[config.mk]
export PLATFORM = sky130hd
export DESIGN_NAME = instr_cycle_acct
export DESIGN_NICKNAME = d
export VERILOG_FILES = /design/src/rtl/instr_cycle_acct.sv
export SDC_FILE = /design/constraint.sdc
export NUM_CORES = 1
export LEC_CHECK = 0
export BUFFER_PORTS_ARGS = -buffer_cell sky130_fd_sc_hd__buf_2
export CAP_MARGIN = 20
export CORE_MARGIN = 4
export CORE_UTILIZATION = 30
export DETAILED_ROUTE_END_ITERATION = 16
export GPL_ROUTABILITY_DRIVEN = 0
export HOLD_SLACK_MARGIN = 0.06
export PLACE_DENSITY = 0.51
export SETUP_SLACK_MARGIN = 0.3
export SKIP_LAST_GASP = 1
export SYNTH_ARGS = -nofsm -noshare
export SYNTH_HDL_FRONTEND = slang
export SYNTH_SLANG_ARGS = --single-unit
export TNS_END_PERCENT = 20
[constraint.sdc]
create_clock -name clk -period 2.75 [get_ports clk]
set_clock_uncertainty 0.1 [all_clocks]
set_input_delay 0.1375 -clock clk [delete_from_list [all_inputs] [get_ports clk]]
set_output_delay 0.1375 -clock clk [all_outputs]
set_load 0.01 [all_outputs]
[src/rtl/instr_cycle_acct.sv]
module instr_cycle_acct #(
  parameter int CNT_W     = 32,
  parameter int DIV_EXTRA = 33
) (
  input  logic             clk,
  input  logic             rst_n,
  input  logic             retire_valid,
  input  logic [2:0]       retire_class,
  input  logic             branch_taken,
  input  logic             has_delay_slot,
  input  logic             clear,
  output logic [CNT_W-1:0] inst_count,
  output logic [CNT_W-1:0] cycle_report
);

  localparam logic [CNT_W-1:0] MAX_V = {CNT_W{1'b1}};
  localparam logic [CNT_W:0]   OFFSET = (CNT_W+1)'(2);

  logic [CNT_W-1:0] inst_q, cyc_q, cost;
  logic [CNT_W:0]   cyc_sum, rep_sum;

  always_comb begin
    case (retire_class)
      3'd0:                cost = CNT_W'(1);
      3'd1, 3'd2:          cost = CNT_W'(2);
      3'd3, 3'd4, 3'd5:    cost = CNT_W'(2);
      3'd6:                cost = CNT_W'(1 + DIV_EXTRA);
      default: begin
        if (!branch_taken)       cost = CNT_W'(1);
        else if (has_delay_slot) cost = CNT_W'(2);
        else                     cost = CNT_W'(3);
      end
    endcase
  end

  assign cyc_sum = {1'b0, cyc_q} + {1'b0, cost};

  always_ff @(posedge clk) begin
    if (!rst_n || clear) begin
      inst_q <= '0;
      cyc_q  <= '0;
    end else if (retire_valid) begin
      if (inst_q != MAX_V) inst_q <= inst_q + 1'b1;
      cyc_q <= cyc_sum[CNT_W] ? MAX_V : cyc_sum[CNT_W-1:0];
    end
  end

  assign rep_sum      = {1'b0, cyc_q} + OFFSET;
  assign inst_count   = inst_q;
  assign cycle_report = (cyc_q == '0) ? '0
                      : (rep_sum[CNT_W] ? MAX_V : rep_sum[CNT_W-1:0]);


  clear_zero_chk: assert property (@(posedge clk) disable iff (!rst_n)
    clear |=> (inst_count == '0 && cycle_report == '0));


  inst_step_chk: assert property (@(posedge clk) disable iff (!rst_n)
    (retire_valid && !clear && inst_q != MAX_V) |=> inst_q == CNT_W'($past(inst_q) + 1'b1));


  idle_hold_chk: assert property (@(posedge clk) disable iff (!rst_n)
    (!retire_valid && !clear) |=> ($stable(inst_q) && $stable(cyc_q)));


  no_wrap_chk: assert property (@(posedge clk) disable iff (!rst_n)
    !clear |=> (inst_q >= $past(inst_q) && cyc_q >= $past(cyc_q)));


  div_cost_chk: assert property (@(posedge clk) disable iff (!rst_n)
    (retire_valid && !clear && retire_class == 3'd6 && cyc_q == '0)
      |=> cyc_q == CNT_W'(1 + DIV_EXTRA));


  report_zero_chk: assert property (@(posedge clk) disable iff (!rst_n)
    (cyc_q == '0) |-> (cycle_report == '0));

endmodule

======== Yosys cells after proc, flatten, opt, wreduce, memory -nomap -nowiden ========
Index checks and enable logic that the tools add are counted.
word-level totals
  input bits .............................. 9
  word-level logic and storage cells ...... 24
  register bits after elaboration ......... 64
  output and inout bits ................... 64
operators by class
  reduce and logical (&&, ||, !) cells .... 6
  muxes and demuxes ....................... 6
  eq/ne operators ......................... 7
  add/subtract/negate cells ............... 3
operators with widths
  kind                                            number
  2-to-1 mux 32 bit                               3
  adder 32 x 2 -> 33 bit (second input constant)  1
  adder 32 x 32 -> 33 bit                         1
  adder 32 x 1 -> 32 bit (second input constant)  1
  zero test 32 bit                                1
  != test 32 bit (second input constant)          1
  case mux 6 bit (3 select lines)                 1
  == test 3 bit (second input constant)           3
  == test 3 x 2 -> 1 bit (second input constant)  2
  OR reduction 5 bit                              1
  == test 3 x 1 -> 1 bit (second input constant)  1
  zero test 3 bit                                 1
  2-to-1 mux 2 bit                                1
  AND reduction 2 bit                             1
  zero test 1 bit                                 1
  logical OR 1 bit                                1
  2-to-1 mux 1 bit                                1

======== Logic depth before layout (Yosys ltp) ========
  word-level depth ........................ 5
  depth in mapped cells ................... 11
  mapped depth without buffers ............ 10

======== Least setup slack after synthesis ========
Ideal clock, no wire load.
  path type ............................... input -> register
  start point ............................. input port retire_class[2]
  end point ............................... register cyc_q[0]
  stages .................................. 11
  data required time ...................... 2.580 ns
  arrival ................................. 2.360 ns
  setup slack ............................. 0.219 ns
  library setup time ...................... 0.070 ns
  cell sequence ........................... or3_1 > o21ai_0 > ha_1 > inv_1 > fa_1 > nand2b_1 > o21ba_2 > nor4_2 > nand2_1 > buf_2 > a21oi_1
on the way
  longest elaborated chain between the ends .. 5
  elaborated cells on any way between the ends .. 11
  classes of those cells .................. 1 x add/sub; 6 x eq/ne; 2 x mux; 2 x reduce/logical
ends and longest elaborated chain
  element                                               RTL line  source
  from (decl)                                           8         input logic [2:0] retire_class,
  == test 3 x 2 -> 1 bit, or another cell as far along  23        case (retire_class)
  OR reduction 5 bit (no line)                          -
  case mux 6 bit (3 select lines) *                     23
  adder 32 x 32 -> 33 bit *                             36        assign cyc_sum = {1'b0, cyc_q} + {1'b0, cost};
  2-to-1 mux 32 bit *                                   44        cyc_q <= cyc_sum[CNT_W] ? MAX_V : cyc_sum[CNT_W-1:0];
  to (signal assigned)                                  44
  to (decl)                                             19        logic [CNT_W-1:0] inst_q, cyc_q, cost;
Every way passes the cells marked *; elsewhere a longest branch is shown, timed or not.
A chain may end at the register's enable or synchronous reset.

======== Worst setup path in the final report ========
  start point ............................. register inst_q[15] (netlist: inst_count[15])
  end point ............................... register inst_q[28] (netlist: inst_count[28])
on the way
  longest elaborated chain between the ends .. 2
  elaborated cells on any way between the ends .. 3
  classes of those cells .................. 1 x add/sub; 1 x eq/ne; 1 x reduce/logical
ends and longest elaborated chain
  element                                                         RTL line  source
  from (decl)                                                     19
  from (signal assigned)                                          43        if (inst_q != MAX_V) inst_q <= inst_q + 1'b1;
  branches (longest 2 deep; another with adder 32 x 1 -> 32 bit)  -
Parallel ways; which one is timed is not known.

==> out/qor.yml <==
setup_path:
  critPathKind: "flop to flop"
  cp_max_fo: 5
  worstSetupStartpointType: "flop"
  r2r_slack_ns: 0.37
  crit_path_end_kind: "flop"
  required_ns: 2.89
  arrival_ns: 2.53
yosys:
  synthesis.area_mm2: 0.00409
  synth_fp_nets: 553
  synth-main-ff-cell: "dfxtp_1"
  async_flop_share_pct: 0
  synth-seq-cells: 64
  synth_warnings: 0
  avgSynthCellArea_um2: 7.60
  post_synth_inst_count: 538
  synth.distinct_cells: 56
  synth_edf_count: 0
  ys_seq_area_share_pct: 31.3
sta:
  setup_ws_ns: 0.366
  worst_slew_pin_slew_ns: 0.938
  fin_crit_sh_pct: 86.7
  finalSetupViolCount: 0
  period_needed_ns: 2.38
  slew_violations: 0
  timing.hold.ws_ns: 0.160
  rsz0062_at_grt: "true"
  hold_viol_final: 0
  fin_tns_setup_ns: 0
  clock.fmax_mhz: 419
  slew-limit-headroom_pct: 37.5
finish:
  syn_to_final_growth_pct: 24.2
  antennaDiodeCount: 0
  final_nets: 625
  final_common_cell: "buf_2"
  mostFrequentLayoutCells: "buf_2, nand2_1, a21oi_1, dfxtp_1, nor2_1"
  drive_gt1_share_pct: 25.9
pwr:
  power.switching_w: 0.000443
  seqPwrFrac_pct: 46.6
  switching_share_pct: 22.2
  power_density_mw_per_mm2: 393
  comb_power_share_pct: 3.5
  p_clk_share_pct: 49.9
  vdd_drop_max_v: 0.000206
  p_int_w: 0.00155
  p_leak_nw: 1.94
grt:
  grt_pass1_vias: 4055
  grt_first_pass_wirelength_mm: 20.5
  grt_max_degree: 43
  grt_util_all_layers_pct: 15.8
  antenna_found_initial: 0
  gr-total-overflow: 0
drt:
  antenna_left: 0
  wl_met3_um: 832
  wl_met2_mm: 5.77
  vias_per_cell: 5.38
  remaining_drc_errors: 0
  drtPass1Iterations: 5
  totalWireLength_mm: 12.5
  met1_length_mm: 5.73
  wire_per_inst_um: 15.8
  vias: 4254
  dr.first_iter.drc_count: 206
  highest_layer: "met4"
die:
  rows: 42
  die_x_um: 125
  io_pins: 73
  die_h_um: 125
  core_area_mm2: 0.0133
  initial_core_util_pct: 30.7
  die_area_mm2: 0.0156
placement:
  portBuffers: 72
  dp_slack_ns: -0.0506
  dp_hpwl_mm: 9.21
clocking:
  clockBufferDepth: 2
  path_clk_slew_ns: 0.05
  htreeDepth: 3
  clock-sinks: 64
  worst_skew_pair.late_latency_ns: 0.33
  cts_tree: "done"
  cts_buffers: 9
  cts_hold_buf: 0
  root_buffer: "clkbuf_16"
hold_path:
  min_path_type: "input port to flop"
job:
  max_cap_viol_count: 0
outcome:
  status: "finished, final reports clean"
critical path, stage by stage, from the launching register on:
cell and delay, ns:
dfxtp_2 0.37, nand4_2 0.16, or4_4 0.61, or4b_4 0.58
or3_1 0.33, a21oi_1 0.14
synthesized netlist by cell type (2+ instances only):
cell type	n	area, um2
or4_1	6	45.0
nand4_1	29	181
or3_1	16	100
a21oi_1	56	280
and2_1	4	25.0
inv_1	12	45.0
ha_1	5	62.6
o31ai_1	9	67.6
nand3_1	27	135
nor4_1	25	156
buf_2	9	45.0
and4_1	7	61.3
xor2_1	30	263
a211oi_1	2	15.0
or2_2	2	12.5
a31o_2	3	26.3
a31oi_1	5	31.3
nand2_1	62	233
o31a_1	2	17.5
buf_1	3	11.3
mux2i_1	5	50.1
clkbuf_1	29	109
and3_1	6	37.5
o21ai_0	13	65.1
a311oi_1	2	17.5
nor2_1	37	139
xnor2_1	25	219
nand2b_1	4	25.0
nor3_1	13	65.1
dfxtp_1	64	1280
state kept, by name, summed over array words and instances (netlist names):
| register | count |
|---|---|
| cyc_q | 32 |
| inst_count | 32 |
stage by stage:
| step | area (um2) | cells | util (%) | power (W) |
|---|---|---|---|---|
| after global routing | 5080 | 790 | 38.2 | 0.00207 |
| after CTS | 5000 | 788 | 37.6 | 0.00203 |
| final | 5080 | 790 | 38.2 | 0.00200 |
| after floorplan | 4090 | 538 | - | 0.000998 |
| after global placement | 4720 | 772 | 35.5 | 0.00102 |
| after detailed placement | 4720 | 772 | 35.5 | 0.00102 |
power groups by stage:
stage | clock [W] | sequential [W] | combinational [W]
floorplan | 0 | 0.000954 | 0.0000443
global placement | 0 | 0.000954 | 0.0000674
detailed placement | 0 | 0.000955 | 0.0000682
CTS | 0.00102 | 0.000934 | 0.0000686
global route | 0.00106 | 0.000930 | 0.0000786
finish | 0.000997 | 0.000930 | 0.0000696
area by class of cell:
cell class              instances  area (um2)
multi-input cells             420        2630
repair buffers                103         609
fillers                      1398        8220
clock buffers                  14         244
clock inverters                 1        5.00
well taps                     176         220
flip-flops and latches         64        1320
inverters                      12        45.0
logic make-up (layout without fill, tap and decap cells):
group	Yosys count	after routing	share of synthesized area (%)
adders and majority gates	6	6	2.02
AOI/OAI and AO/OA	104	104	15.5
and+or+nand+nor	248	249	32.3
buffers and inverters	55	130	5.54
muxes	6	6	1.50
xor gates and xnor gates	55	55	11.8
DFF	64	64	31.3
layer usage:
metal,vias up,global-route usage [%]
met3,9,4.89
met5,-,0
met2,122,26.2
met1,2017,19.9
li1,2106,-
met4,0,3.87
path summary, 6_finish.rpt:
path	from	endpoint	depth (start not counted)
setup / recovery	inst_count[15]	inst_count[28]	5
hold / removal	clear	inst_count[8]	4
setup reg to reg	inst_count[15]	inst_count[28]	5
hold reg to reg	inst_count[8]	inst_count[8]	2
repair_timing:
action | CTS | global route
buffers inserted | 1 | 1
resized for setup | 13 | 21
endpoints found under the setup margin | 34 | 33
cloned | 0 | 1
pin swaps | 2 | 4
Power figures use the tool's default switching activity.
